<file path="src/rtl/uart_rt_pkg.sv">
package uart_rt_pkg;
  typedef enum logic [1:0] {
    CM_NORMAL = 2'd0,
    CM_ECHO   = 2'd1,
    CM_LOCAL  = 2'd2,
    CM_REMOTE = 2'd3
  } chan_mode_e;

  localparam int CB_RX_FLUSH = 0;
  localparam int CB_TX_FLUSH = 1;
  localparam int CB_RX_ON    = 2;
  localparam int CB_RX_OFF   = 3;
  localparam int CB_TX_ON    = 4;
  localparam int CB_TX_OFF   = 5;
  localparam int MODE_LSB    = 8;
endpackage

</file>
<file path="src/rtl/uart_rt_ctrl.sv">
module uart_rt_ctrl #(
  parameter int CTRL_W = 9,
  parameter logic [CTRL_W-1:0] CTRL_RST = 9'h128
) (
  input  logic              clk,
  input  logic              rst_n,
  input  logic              we,
  input  logic [CTRL_W-1:0] wdata,
  output logic [CTRL_W-1:0] q,
  output logic              rx_flush,
  output logic              tx_flush,
  output logic              rx_en,
  output logic              tx_en
);
  import uart_rt_pkg::*;

  localparam logic [CTRL_W-1:0] SELF_CLR = CTRL_W'(3);

  always_ff @(posedge clk or negedge rst_n) begin
    if (!rst_n) q <= CTRL_RST;
    else if (we) q <= wdata & ~SELF_CLR;
  end

  assign rx_flush = we & wdata[CB_RX_FLUSH];
  assign tx_flush = we & wdata[CB_TX_FLUSH];
  assign rx_en    = q[CB_RX_ON] & ~q[CB_RX_OFF];
  assign tx_en    = q[CB_TX_ON] & ~q[CB_TX_OFF];

  // flush bits never persist after a write
  p_selfclear_r4: assert property (@(posedge clk) disable iff (!rst_n)
    we |=> (q[1:0] == 2'b00));
endmodule

</file>
<file path="src/rtl/uart_rt_fifo.sv">
module uart_rt_fifo #(
  parameter int DW    = 8,
  parameter int DEPTH = 16
) (
  input  logic                         clk,
  input  logic                         rst_n,
  input  logic                         flush,
  input  logic                         push,
  input  logic [DW-1:0]                push_data,
  input  logic                         pop,
  output logic [DW-1:0]                head,
  output logic [$clog2(DEPTH+1)-1:0]   count,
  output logic                         full,
  output logic                         empty
);
  localparam int AW = (DEPTH > 1) ? $clog2(DEPTH) : 1;
  localparam int CW = $clog2(DEPTH + 1);

  logic [DW-1:0] mem [DEPTH];
  logic [AW-1:0] wptr, rptr;
  logic          do_push, do_pop;

  assign full    = (count == CW'(DEPTH));
  assign empty   = (count == '0);
  assign do_push = push & ~full & ~flush;
  assign do_pop  = pop & ~empty & ~flush;
  assign head    = mem[rptr];

  function automatic logic [AW-1:0] nxt(input logic [AW-1:0] p);
    return (p == AW'(DEPTH - 1)) ? '0 : p + 1'b1;
  endfunction

  always_ff @(posedge clk) begin
    if (do_push) mem[wptr] <= push_data;
  end

  always_ff @(posedge clk or negedge rst_n) begin
    if (!rst_n) begin
      wptr  <= '0;
      rptr  <= '0;
      count <= '0;
    end else if (flush) begin
      wptr  <= '0;
      rptr  <= '0;
      count <= '0;
    end else begin
      if (do_push) wptr <= nxt(wptr);
      if (do_pop)  rptr <= nxt(rptr);
      count <= count + CW'(do_push) - CW'(do_pop);
    end
  end

  // occupancy never exceeds the depth
  p_no_overflow_r7: assert property (@(posedge clk) disable iff (!rst_n)
    count <= CW'(DEPTH));
  // a push on a full queue without a pop leaves it full
  p_full_hold_r7: assert property (@(posedge clk) disable iff (!rst_n)
    (full && push && !pop && !flush) |=> full);
  // a flush empties the queue on the next cycle
  p_flush_empty_r4: assert property (@(posedge clk) disable iff (!rst_n)
    flush |=> empty);
endmodule

</file>
<file path="src/rtl/uart_chan_router.sv">
module uart_chan_router #(
  parameter int DW     = 8,
  parameter int DEPTH  = 16,
  parameter int CTRL_W = 9,
  parameter int MODE_W = 10,
  localparam int CW    = $clog2(DEPTH + 1)
) (
  input  logic              clk,
  input  logic              rst_n,
  input  logic [MODE_W-1:0] mode_word,
  input  logic              ctrl_we,
  input  logic [CTRL_W-1:0] ctrl_wdata,
  output logic [CTRL_W-1:0] ctrl_q,
  input  logic              dr_wr_valid,
  input  logic [DW-1:0]     dr_wr_data,
  input  logic              dr_rd_en,
  output logic [DW-1:0]     dr_rd_data,
  input  logic              ser_valid,
  input  logic [DW-1:0]     ser_data,
  input  logic              ser_break,
  output logic [CW-1:0]     ser_room,
  output logic              tx_valid,
  output logic [DW-1:0]     tx_data,
  input  logic              tx_ready,
  output logic              rx_overrun,
  output logic              tx_overrun,
  output logic [CW-1:0]     rx_level,
  output logic [CW-1:0]     tx_level
);
  import uart_rt_pkg::*;

  chan_mode_e mode;
  logic rx_flush, tx_flush, rx_en, tx_en;
  logic rx_full, rx_empty, tx_full, tx_empty;
  logic [DW-1:0] rx_head;
  logic ser_in, rx_req, tx_req;
  logic [DW-1:0] ser_byte, rx_byte, tx_byte;
  logic to_rx_ser, to_tx_ser;

  assign mode = chan_mode_e'(mode_word[MODE_LSB+1:MODE_LSB]);

  uart_rt_ctrl #(.CTRL_W(CTRL_W)) u_ctrl (
    .clk(clk), .rst_n(rst_n), .we(ctrl_we), .wdata(ctrl_wdata), .q(ctrl_q),
    .rx_flush(rx_flush), .tx_flush(tx_flush), .rx_en(rx_en), .tx_en(tx_en)
  );

  assign to_rx_ser = (mode == CM_NORMAL) || (mode == CM_ECHO);
  assign to_tx_ser = (mode == CM_ECHO) || (mode == CM_REMOTE);
  assign ser_in    = ser_valid | ser_break;
  assign ser_byte  = ser_break ? '0 : ser_data;

  always_comb begin
    rx_req  = 1'b0;
    rx_byte = ser_byte;
    if (to_rx_ser && ser_in) rx_req = 1'b1;
    else if (mode == CM_LOCAL && dr_wr_valid) begin
      rx_req  = 1'b1;
      rx_byte = dr_wr_data;
    end
  end

  always_comb begin
    tx_req  = 1'b0;
    tx_byte = ser_data;
    if (to_tx_ser && ser_valid && !ser_break) tx_req = 1'b1;
    else if (mode == CM_NORMAL && dr_wr_valid) begin
      tx_req  = 1'b1;
      tx_byte = dr_wr_data;
    end
  end

  uart_rt_fifo #(.DW(DW), .DEPTH(DEPTH)) u_rxq (
    .clk(clk), .rst_n(rst_n), .flush(rx_flush),
    .push(rx_req & rx_en), .push_data(rx_byte),
    .pop(dr_rd_en & rx_en), .head(rx_head),
    .count(rx_level), .full(rx_full), .empty(rx_empty)
  );

  uart_rt_fifo #(.DW(DW), .DEPTH(DEPTH)) u_txq (
    .clk(clk), .rst_n(rst_n), .flush(tx_flush),
    .push(tx_req & tx_en), .push_data(tx_byte),
    .pop(tx_ready), .head(tx_data),
    .count(tx_level), .full(tx_full), .empty(tx_empty)
  );

  assign dr_rd_data = (rx_en && !rx_empty) ? rx_head : '0;
  assign tx_valid   = ~tx_empty;
  assign rx_overrun = rx_req & rx_en & rx_full;
  assign tx_overrun = tx_req & tx_en & tx_full;

  always_comb begin
    ser_room = CW'(DEPTH);
    if (to_rx_ser && (CW'(DEPTH) - rx_level) < ser_room) ser_room = CW'(DEPTH) - rx_level;
    if (to_tx_ser && (CW'(DEPTH) - tx_level) < ser_room) ser_room = CW'(DEPTH) - tx_level;
  end

  // room never exceeds depth
  p_room_bound_r3: assert property (@(posedge clk) disable iff (!rst_n)
    ser_room <= CW'(DEPTH));
  // empty receive queue reads as zero
  p_empty_read_r8: assert property (@(posedge clk) disable iff (!rst_n)
    (rx_level == '0) |-> (dr_rd_data == '0));
  // writes in remote loopback leave the receive queue alone
  p_drop_write_r2: assert property (@(posedge clk) disable iff (!rst_n)
    (dr_wr_valid && mode == CM_REMOTE && !ctrl_we && !dr_rd_en)
      |=> (rx_level == $past(rx_level)));
  // a stalled transmit byte stays put
  p_tx_hold_r11: assert property (@(posedge clk) disable iff (!rst_n)
    (tx_valid && !tx_ready && !ctrl_we) |=> (tx_valid && $stable(tx_data)));
endmodule

</file>
<file path="config.mk">
export PLATFORM = sky130hd
export DESIGN_NAME = uart_chan_router
export DESIGN_NICKNAME = d
export VERILOG_FILES = /design/src/rtl/uart_rt_pkg.sv /design/src/rtl/uart_rt_ctrl.sv /design/src/rtl/uart_rt_fifo.sv /design/src/rtl/uart_chan_router.sv
export SDC_FILE = /design/constraint.sdc
export NUM_CORES = 1
export LEC_CHECK = 0
export BUFFER_PORTS_ARGS = -buffer_cell sky130_fd_sc_hd__buf_2
export CORE_MARGIN = 8
export CORE_UTILIZATION = 35
export DETAILED_ROUTE_END_ITERATION = 10
export PLACE_DENSITY = 0.48
export SYNTH_ARGS = -nofsm -noshare
export SYNTH_HDL_FRONTEND = slang
export SYNTH_SLANG_ARGS = --single-unit
</file>
<file path="constraint.sdc">
create_clock -name clk -period 6.6 [get_ports clk]
set_clock_uncertainty 0.05 [all_clocks]
set_input_delay 0.66 -clock clk [delete_from_list [all_inputs] [get_ports clk]]
set_output_delay 0.66 -clock clk [all_outputs]
set_load 0.1 [all_outputs]
</file>
==> metrics.md <==
| Metric | Value |
|---|---|
| Most common cell after layout, fill and taps aside | `edfxtp_1` |
| Post-synthesis sequential area ratio | `a little under 70%` |
| Syn Area/Cell | `approximately 17 sq um` |
| Initial DRT Pass Iterations | `5` |
| Routed vias/inst | `5.15` |
| Commonest non-fill, non-tap cells in the layout | `edfxtp_1, buf_2, mux4_2` |
| Worst-path fanout max | `7` |
| Ys async rst share | `11.4%` |
| Fin nets | `~890` |
| CTS sink count | `a little under 300` |
| CTS Hold Bufs | `0` |
| Diodes inserted | `0` |
| CTS max path bufs | `3` |
| Synth Register Bits | `289` |
| Die Wd | `about 200 um` |
| Fraction of layout cells with a size suffix above 1 | `a little over a quarter` |
| Root buffer cell | `clkbuf_16` |
| Post-CTS Repair Setup Buffers | `0` |
| Die Area | `roughly 42,000 sq um` |
| Initial DRC Count | `roughly 350` |
| Area Overhead vs Synth | `15.3%` |
| Filler cell count | `3,198` |
| First-pass GRT wire length | `between 40,000 and 50,000 um` |
| Antenna-violating nets left | `0` |
| Status | `completed` |
| Fmax | `slightly above 0.2 GHz` |
| Max IR drop VDD | `0.000667 V` |
| Crit. Startpoint | `u_rxq.count[2]` |
| Number of synthesized flops with an enable pin | `between 200 and 300` |
| Mapped cell area | `12,500 sq um` |
| Gp weighted congestion | `between 0.7 and 0.8` |
| Worst EP required | `between 5 and 6 ns` |
| # setup viols final | `0` |
| Hpwl dp | `approximately 19,000 um` |
| CP endpoint kind | `output port` |
| Share of the clock period used by the worst path | `between 70% and 80%` |
| Pwr dens | `420 nW/um^2` |
| Crit path time final | `~4.9 ns` |
| Max Slew Vio Count | `0` |
| Pre-CTS setup slack | `2.34 ns` |
| Final worst slack | `about 1.7 ns` |
| Vias after detailed routing | `roughly 6,700` |
| Num ports | `86` |
| Area taken by multi-input logic gates | `~3700 sq um` |
| Reg area | `~8500 sq um` |
| Initial antenna violation count | `0` |
| FP Rows | `about 70` |
| Largest net degree at the start of global routing | `38` |
| Port-buffer cells | `between 70 and 80` |
| CTS Buf Count | `30` |
| Crit Path Category | `reg -> out` |
| Crit path launch type | `register` |
| Routed wire length per instance | `22.3 um` |
| Total GRT Usage | `roughly 14%` |
| Top_reg_cell synth | `edfxtp_1` |
| Core area | `roughly 35,000 sq um` |
| Yosys top cell area share | `61.5%` |
| CTS clk-pin slew, worst paths | `roughly 0.06 ns` |
| Worst r2r src | `u_rxq.count[2]` |
| H-Tree Depth | `1` |
| Hold Crit Class | `in -> async` |
| CP arrival | `roughly 4.1 ns` |
| Post-CTS Resized | `0` |
| Initial Util | `between 30% and 40%` |
| Vias in the first global route | `between 7,000 and 8,000` |
| Congestion Overflow GR | `0` |
| DR DRC count | `0` |
| Synthesized instance count | `731` |
| Area leader, netlist | `edfxtp_1` |
| Routed WL | `approximately 29,000 um` |
| Fin. Hold Viols | `0` |
| RSZ-0062 raised after global routing | `false` |
| Later-pin clock latency in the skew report | `about 0.54 ns` |
| Cell variety after synth | `55` |
| Pin slew with the least headroom to its limit | `~1.2 ns` |
| Rel. slew slack | `~17%` |
| Setup tns final | `0 ns` |
| LEAKAGE | `roughly 5.0 nW` |
| Synth Warn # | `0` |
| Maxcap violations | `0` |
| Synth top area cells | `edfxtp_1, mux4_2, dfrtp_1, ha_1, a22oi_1` |
| Die height | `approximately 200 um` |
| CTS tree | `yes` |
[cell usage after synthesis (4+ instances only)]
| cell | instances |
|---|---|
| and2_1 | 17 |
| o21bai_1 | 5 |
| and3_1 | 6 |
| xnor2_1 | 6 |
| clkbuf_1 | 14 |
| nor4b_1 | 4 |
| a21oi_1 | 16 |
| xor2_1 | 6 |
| nand2_1 | 40 |
| nor2b_1 | 11 |
| mux2_2 | 15 |
| mux2i_1 | 10 |
| nor3b_1 | 7 |
| inv_1 | 32 |
| a22oi_1 | 24 |
| ha_1 | 34 |
| nand3b_1 | 10 |
| nand3_1 | 27 |
| dfrtp_1 | 30 |
| mux4_2 | 64 |
| o21ai_0 | 4 |
| nor2_1 | 27 |
| buf_4 | 4 |
| buf_1 | 7 |
| edfxtp_1 | 256 |
| buf_2 | 12 |
[power by group]
part / internal, mW / switching (mW)
clock: 1.05 / 0.688
combinational: 0.616 / 1.58
sequential: 2.06 / 0.0592
total: 3.73 / 2.32
[stage by stage]
step / total power [mW] / instance area [sq um] / utilization, % / hold WS, ns / instances
floorplan: 3.94 / 12500 / - / 0.314 / 732
global placement: 4.35 / 13400 / 37.9 / 0.435 / 1241
detailed placement: 4.38 / 13400 / 37.9 / 0.440 / 1241
CTS: 6.13 / 14400 / 40.7 / 0.160 / 1296
global route: 6.33 / 14400 / 40.7 / 0.201 / 1296
finish: 6.05 / 14400 / 40.7 / 0.150 / 1296
[area by class of cell]
| class | count | share of cell area [%] |
|---|---|---|
| sequential | 289 | 59.1 |
| multi-input combinational | 373 | 25.8 |
| clock buffer | 35 | 5.48 |
| tap | 461 | 4.00 |
| timing repair buffer | 86 | 3.18 |
| clock inverter | 20 | 1.60 |
| inverter | 32 | 0.833 |
[per-layer routing]
layer | up-vias | global-route usage [%] | part of all wire [%]
met2 | 179 | 22.8 | 48
met5 | - | 0 | 0
li1 | 3022 | - | -
met4 | 0 | 3.17 | 1.8
met3 | 40 | 2.64 | 5.3
met1 | 3432 | 19.0 | 45
[sequential cells by signal, indices dropped and copies added (netlist names), 5 cells and up]
name,cells
u_txq.count,5
u_txq.mem,128
u_rxq.mem,128
u_rxq.count,5
u_ctrl.q,7
[final timing paths]
check | slack (ns) | cells past startpoint | to
max | 1.75 | 12 | ser_room[1]
max reg2reg | 2.77 | 14 | u_rxq.count[4]
min | 0.15 | 1 | u_ctrl.q[7]
min reg2reg | 0.46 | 1 | u_ctrl.q[7]
max in group asynchronous | 5.81 | 1 | u_txq.rptr[0]
min in group clk | 0.30 | 2 | u_ctrl.q[2]
[critical path, stage by stage (launching register included)]
cell and delay (ns):
dfrtp_1 0.41, inv_1 0.10, ha_1 0.20, and2_1 0.17, ha_1 0.27, nor2b_1 0.36
o21ai_0 0.25, ha_1 0.38, a21oi_1 0.15, nor2b_1 0.09, nor4b_4 0.49, mux2i_1 0.25
buf_2 0.45
[cells by family (layout without fill, tap and decap cells)]
logic type	after synthesis	after routing	share of synthesized area, %
buffers and inverters	70	173	2.35
muxes	89	89	13.7
other	1	2	0.0300
AOI/OAI and AO/OA	63	63	3.53
and+or+nand+nor	171	171	7.77
DFF	289	289	68.1
adders and majority gates	36	36	3.72
xor gates and xnor gates	12	12	0.840
Note: power is estimated with default switching activity, not from simulation.
